==> src/rtl/guard_timer_pkg.sv <==
package guard_timer_pkg;
    localparam int KEY_HI   = 15;
    localparam int KEY_LO   = 8;
    localparam int MODE_BIT = 4;
    localparam int CLR_BIT  = 3;
    localparam int SEL_HI   = 1;
    localparam int SEL_LO   = 0;

    typedef struct packed {
        logic       interval;
        logic [1:0] sel;
    } ctrl_t;
endpackage

==> src/rtl/guard_ctrl.sv <==
module guard_ctrl
    import guard_timer_pkg::*;
#(
    parameter logic [7:0] KEY_WR = 8'h5A
) (
    input  logic        clk,
    input  logic        rst_n,
    input  logic        wr_en,
    input  logic [15:0] wr_data,
    output ctrl_t       ctrl,
    output logic        clr_pulse,
    output logic        key_bad
);
    typedef struct packed {
        ctrl_t ctrl;
    } st_t;

    st_t  st_d, st_q;
    logic key_ok;
    logic unused_bits;

    assign unused_bits = ^{wr_data[7:5], wr_data[2]};

    always_comb begin
        st_d      = st_q;
        key_ok    = (wr_data[KEY_HI:KEY_LO] == KEY_WR);
        clr_pulse = wr_en && key_ok && wr_data[CLR_BIT];
        key_bad   = wr_en && !key_ok;
        if (wr_en && key_ok) begin
            st_d.ctrl.interval = wr_data[MODE_BIT];
            st_d.ctrl.sel      = wr_data[SEL_HI:SEL_LO];
        end
    end

    always_ff @(posedge clk or negedge rst_n) begin
        if (!rst_n) begin
            st_q <= '0;
        end else begin
            st_q <= st_d;
        end
    end

    assign ctrl = st_q.ctrl;
endmodule

==> src/rtl/guard_count.sv <==
module guard_count #(
    parameter int TAP0  = 32768,
    parameter int TAP1  = 8192,
    parameter int TAP2  = 512,
    parameter int TAP3  = 64,
    parameter int CNT_W = $clog2(TAP0)
) (
    input  logic             clk,
    input  logic             rst_n,
    input  logic [1:0]       sel,
    input  logic             clr,
    output logic [CNT_W-1:0] cnt,
    output logic             expire
);
    localparam logic [CNT_W-1:0] LAST0 = CNT_W'(TAP0 - 1);
    localparam logic [CNT_W-1:0] LAST1 = CNT_W'(TAP1 - 1);
    localparam logic [CNT_W-1:0] LAST2 = CNT_W'(TAP2 - 1);
    localparam logic [CNT_W-1:0] LAST3 = CNT_W'(TAP3 - 1);

    typedef struct packed {
        logic [CNT_W-1:0] cnt;
    } st_t;

    st_t              st_d, st_q;
    logic [CNT_W-1:0] last;

    always_comb begin
        case (sel)
            2'd0:    last = LAST0;
            2'd1:    last = LAST1;
            2'd2:    last = LAST2;
            default: last = LAST3;
        endcase
        expire = (st_q.cnt >= last) && !clr;
        st_d   = st_q;
        if (clr || expire) begin
            st_d.cnt = '0;
        end else begin
            st_d.cnt = st_q.cnt + CNT_W'(1);
        end
    end

    always_ff @(posedge clk or negedge rst_n) begin
        if (!rst_n) begin
            st_q <= '0;
        end else begin
            st_q <= st_d;
        end
    end

    assign cnt = st_q.cnt;
endmodule

==> src/rtl/guard_flag.sv <==
module guard_flag (
    input  logic clk,
    input  logic rst_n,
    input  logic expire,
    input  logic interval,
    input  logic key_bad,
    input  logic flag_clr,
    input  logic irq_ack,
    output logic flag,
    output logic rst_req
);
    typedef struct packed {
        logic flag;
        logic rst_req;
    } st_t;

    st_t st_d, st_q;

    always_comb begin
        st_d = st_q;
        if (expire && interval) begin
            st_d.flag = 1'b1;
        end else if (flag_clr || irq_ack) begin
            st_d.flag = 1'b0;
        end
        st_d.rst_req = (expire && !interval) || key_bad;
    end

    always_ff @(posedge clk or negedge rst_n) begin
        if (!rst_n) begin
            st_q <= '0;
        end else begin
            st_q <= st_d;
        end
    end

    assign flag    = st_q.flag;
    assign rst_req = st_q.rst_req;
endmodule

==> src/rtl/guard_timer.sv <==
module guard_timer
    import guard_timer_pkg::*;
#(
    parameter logic [7:0]  KEY_WR   = 8'h5A,
    parameter logic [7:0]  KEY_RD   = 8'h69,
    parameter logic [15:0] VEC_ADDR = 16'hFFF4,
    parameter int          TAP0     = 32768,
    parameter int          TAP1     = 8192,
    parameter int          TAP2     = 512,
    parameter int          TAP3     = 64
) (
    input  logic        clk,
    input  logic        rst_n,
    input  logic        wr_en,
    input  logic [15:0] wr_data,
    output logic [15:0] rd_data,
    input  logic        irq_en,
    input  logic        glb_en,
    input  logic        flag_clr,
    input  logic        irq_ack,
    output logic        flag_pending,
    output logic        irq_req,
    output logic [15:0] vec_addr,
    output logic        rst_req
);
    localparam int CNT_W = $clog2(TAP0);

    ctrl_t            ctrl;
    logic             clr_pulse;
    logic             key_bad;
    logic             expire;
    logic [CNT_W-1:0] cnt;
    logic             mode_interval;

    guard_ctrl #(.KEY_WR(KEY_WR)) u_ctrl (
        .clk       (clk),
        .rst_n     (rst_n),
        .wr_en     (wr_en),
        .wr_data   (wr_data),
        .ctrl      (ctrl),
        .clr_pulse (clr_pulse),
        .key_bad   (key_bad)
    );

    guard_count #(
        .TAP0 (TAP0), .TAP1 (TAP1), .TAP2 (TAP2), .TAP3 (TAP3), .CNT_W (CNT_W)
    ) u_count (
        .clk    (clk),
        .rst_n  (rst_n),
        .sel    (ctrl.sel),
        .clr    (clr_pulse),
        .cnt    (cnt),
        .expire (expire)
    );

    assign mode_interval = ctrl.interval;

    guard_flag u_flag (
        .clk      (clk),
        .rst_n    (rst_n),
        .expire   (expire),
        .interval (mode_interval),
        .key_bad  (key_bad),
        .flag_clr (flag_clr),
        .irq_ack  (irq_ack),
        .flag     (flag_pending),
        .rst_req  (rst_req)
    );

    always_comb begin
        rd_data                  = '0;
        rd_data[KEY_HI:KEY_LO]   = KEY_RD;
        rd_data[MODE_BIT]        = ctrl.interval;
        rd_data[SEL_HI:SEL_LO]   = ctrl.sel;
    end

    assign irq_req  = flag_pending && irq_en && glb_en;
    assign vec_addr = irq_req ? VEC_ADDR : 16'h0000;
endmodule

==> config.mk <==
export PLATFORM = sky130hd
export DESIGN_NAME = guard_timer
export DESIGN_NICKNAME = d
export VERILOG_FILES = /design/src/rtl/guard_timer_pkg.sv /design/src/rtl/guard_ctrl.sv /design/src/rtl/guard_count.sv /design/src/rtl/guard_flag.sv /design/src/rtl/guard_timer.sv
export SDC_FILE = /design/constraint.sdc
export NUM_CORES = 1
export LEC_CHECK = 0
export ABC_CLOCK_PERIOD_IN_PS = 3400
export BUFFER_PORTS_ARGS = -buffer_cell sky130_fd_sc_hd__buf_2
export CAP_MARGIN = 20
export CORE_ASPECT_RATIO = 0.75
export CORE_MARGIN = 8
export CORE_UTILIZATION = 45
export CTS_BUF_LIST = sky130_fd_sc_hd__clkbuf_16
export CTS_CLUSTER_DIAMETER = 30
export DETAILED_ROUTE_END_ITERATION = 12
export PLACE_DENSITY = 0.75
export SLEW_MARGIN = 20
export SYNTH_ARGS = -nofsm -noshare
export SYNTH_HDL_FRONTEND = slang
export SYNTH_HIERARCHICAL = 1
export SYNTH_SLANG_ARGS = --single-unit
==> constraint.sdc <==
create_clock -name clk -period 3.4 [get_ports clk]
set_input_delay 0.68 -clock clk [delete_from_list [all_inputs] [get_ports clk]]
set_output_delay 0.68 -clock clk [all_outputs]
set_load 0.02 [all_outputs]
==> results.toml <==
[status]
outcome = "finished clean"

[routing]
highest_layer = "met4"
drt.antenna.violating_nets = 0
drc = 0
routed-wl-met3_um = 172
wl_met1_um = 1190
vias = 1068
dr_wl_met2_um = 1520
drt-wirelength-per-cell_um = 14.3
drt_pre_antenna_iters = 4
wirelength_um = 2920
via_per_inst = 5.21
first_iter_violations = 34

[global_routing]
grt-ovfl-total = 0
track_usage_pct = 11.0
grt_pass1_vias = 1021
grt_antenna_before_repair = 0
grt_pass1_wl_um = 4690
grt_max_degree = 21

[sta]
hold_viol = 0
hold_slack_ns = 0.367
setup_viol = 0
setup_tns_ns = 0
relSlewSlack_pct = 52.8
skew_ns = 0.00308
post-route-period-util_pct = 82.8
rsz0062_at_grt = "no"
slew_violations = 0
max_freq_ghz = 0.355
min_period_ns = 2.82
tightest_slew_ns = 0.707

[clock_network]
clk-insertion-delay-late_ns = 0.25
clock-sinks = 20
clockBufferDepth = 2
postCtsSetupRepairBufs = 0
cts_buffers = 3
clkTransAtPathRegs_ns = 0.06
cts_tree = "built"
cts_hold_buf = 0
cts_root_buf = "clkbuf_16"
h-tree-depth = 1
post_cts_resized = 0

[layout]
layout_common_cells = "37 x buf_2, 20 x dfrtp_1, 16 x conb_1, 10 x xor2_1, 9 x nor3_2"
final_cells = 205
fin_util_pct = 50.5
fin_nets = 196
final_common_cell = "buf_2"
diodes = 0
fin_area_sq_um = 1610
layout-drive-gt1-share_pct = 33.9
areaGrowthSynthToFinish_pct = 10.2

[placed_design]
placement.io_buffers = 37
dp_hpwl_um = 2240
place.gp.congestion = 0.805
dp_cells = 201
dpl-instance-area_sq_um = 1510

[yosys]
syn_area_sq_um = 1470
synthCells = 145
synth_flop_cell = "dfrtp_1"
ys_seq_elements = 20
ys_seq_area_share_pct = 34.2
synth_edf_count = 0
avgSynthCellArea_sq_um = 10.1
ys_warn_count = 6
ys_async_sr_fraction_pct = 100
synth_cell_type_count = 40

[floorplan]
row_count = 18
ios = 58
core_area_sq_um = 3200
die_y_um = 65.4
start_util_pct = 45.8
dieArea_sq_um = 5360
floorplan.die.width_um = 81.9

[setup_path]
endpoint = "u_flag/flag$_DFFE_PN0P_"
rr_worst_depth = 7
endpoint_kind = "flop"
startpoint_type = "flop"
r2r_end = "u_flag/flag$_DFFE_PN0P_"
regToRegSetupSlack_ns = 0.58
worst-setup-path-type = "reg -> reg"
worstPathArrival_ns = 3.01
reg2reg_from = "u_ctrl/ctrl[1]$_DFFE_PN0P_"
crit_start = "u_ctrl/ctrl[1]$_DFFE_PN0P_"
path_max_fanout = 10
crit_required_ns = 3.59

[run]
maxCapViolations = 0

[power_and_ir_drop]
p_leak_nw = 0.868
worst_ir_drop_vdd_mv = 0.385
power_density_nw_per_um2 = 527

[worst_hold_path]
hold_class = "in -> async"
==> synthesized netlist by cell type, types with 3 or more instances <==
library cell	instances	area share (%)
nand4_1	6	2.6
xor2_1	10	6.0
dfrtp_1	20	34
mux2_1	3	2.3
nand3_1	5	1.7
nand2_1	6	1.5
inv_1	3	0.77
nor3_2	9	6.1
clkbuf_1	3	0.77
ha_1	7	6.0
buf_4	30	15
nor3_1	3	1.0
and3_1	3	1.3
==> report_power, final <==
group / switching [mW] / internal (mW) / total [mW]
sequential: 0.0636 / 0.297 / 0.361
clock: 0.0872 / 0.233 / 0.321
combinational: 0.0929 / 0.0767 / 0.170
==> per-layer routing <==
metal	GRT usage (%)	vias up
li1	-	508
met1	13.5	516
met2	19.0	39
met3	1.23	5
met4	4.59	0
met5	0	-
==> flip-flops by register name, summed over array words and instances (netlist names) <==
register,count
u_ctrl/ctrl,3
u_flag/flag,1
u_flag/rst_req,1
u_count/cnt,15
==> stage by stage <==
stage,power [mW],setup slack (ns)
2_1_floorplan,0.502,0.951
3_3_place_gp,0.521,0.632
3_5_place_dp,0.532,0.616
4_1_cts,0.862,0.574
5_1_grt,0.902,0.411
6_report,0.851,0.584
==> final cells by class <==
| class | instances | area [sq um] |
|---|---|---|
| Clock inverter | 1 | 30.0 |
| Sequential cell | 20 | 500 |
| Multi-Input combinational cell | 100 | 742 |
| Clock buffer | 3 | 75.1 |
| Timing Repair Buffer | 38 | 205 |
| Inverter | 3 | 11.3 |
| Fill cell | 285 | 1580 |
| Tap cell | 40 | 50.0 |
==> cells by family (layout without fill, tap and decap cells) <==
family | after synthesis | count (layout) | synth area share (%)
other cells | 2 | 16 | 0.513
mux | 3 | 3 | 2.31
fa+ha+maj | 7 | 7 | 5.98
xor+xnor | 11 | 11 | 6.58
compound gates | 15 | 15 | 8.97
simple gates | 48 | 48 | 22.7
buf+inv | 39 | 45 | 18.8
flops | 20 | 20 | 34.2
==> critical path: stages, from the launching register on <==
cell and delay, ns:
dfrtp_1 0.49, or2_2 0.36, ha_1 0.32, nand4_1 0.15, or3_1 0.44, a311oi_4 0.63, o41a_1 0.23, a22o_1 0.13
==> worst min-delay path by stage <==
stage | to | slack [ns] | cells past startpoint
finish | u_ctrl/ctrl[2]$_DFFE_PN0P_ | 0.37 | 1
CTS | u_ctrl/ctrl[2]$_DFFE_PN0P_ | 0.38 | 1
global placement | u_count/cnt[0]$_DFF_PN0_ | 0.45 | 1
detailed placement | u_count/cnt[0]$_DFF_PN0_ | 0.47 | 1
global route | u_ctrl/ctrl[2]$_DFFE_PN0P_ | 0.41 | 1
floorplan | u_count/cnt[0]$_DFF_PN0_ | 0.38 | 0
No activity file was read; power rests on OpenSTA's default activity.
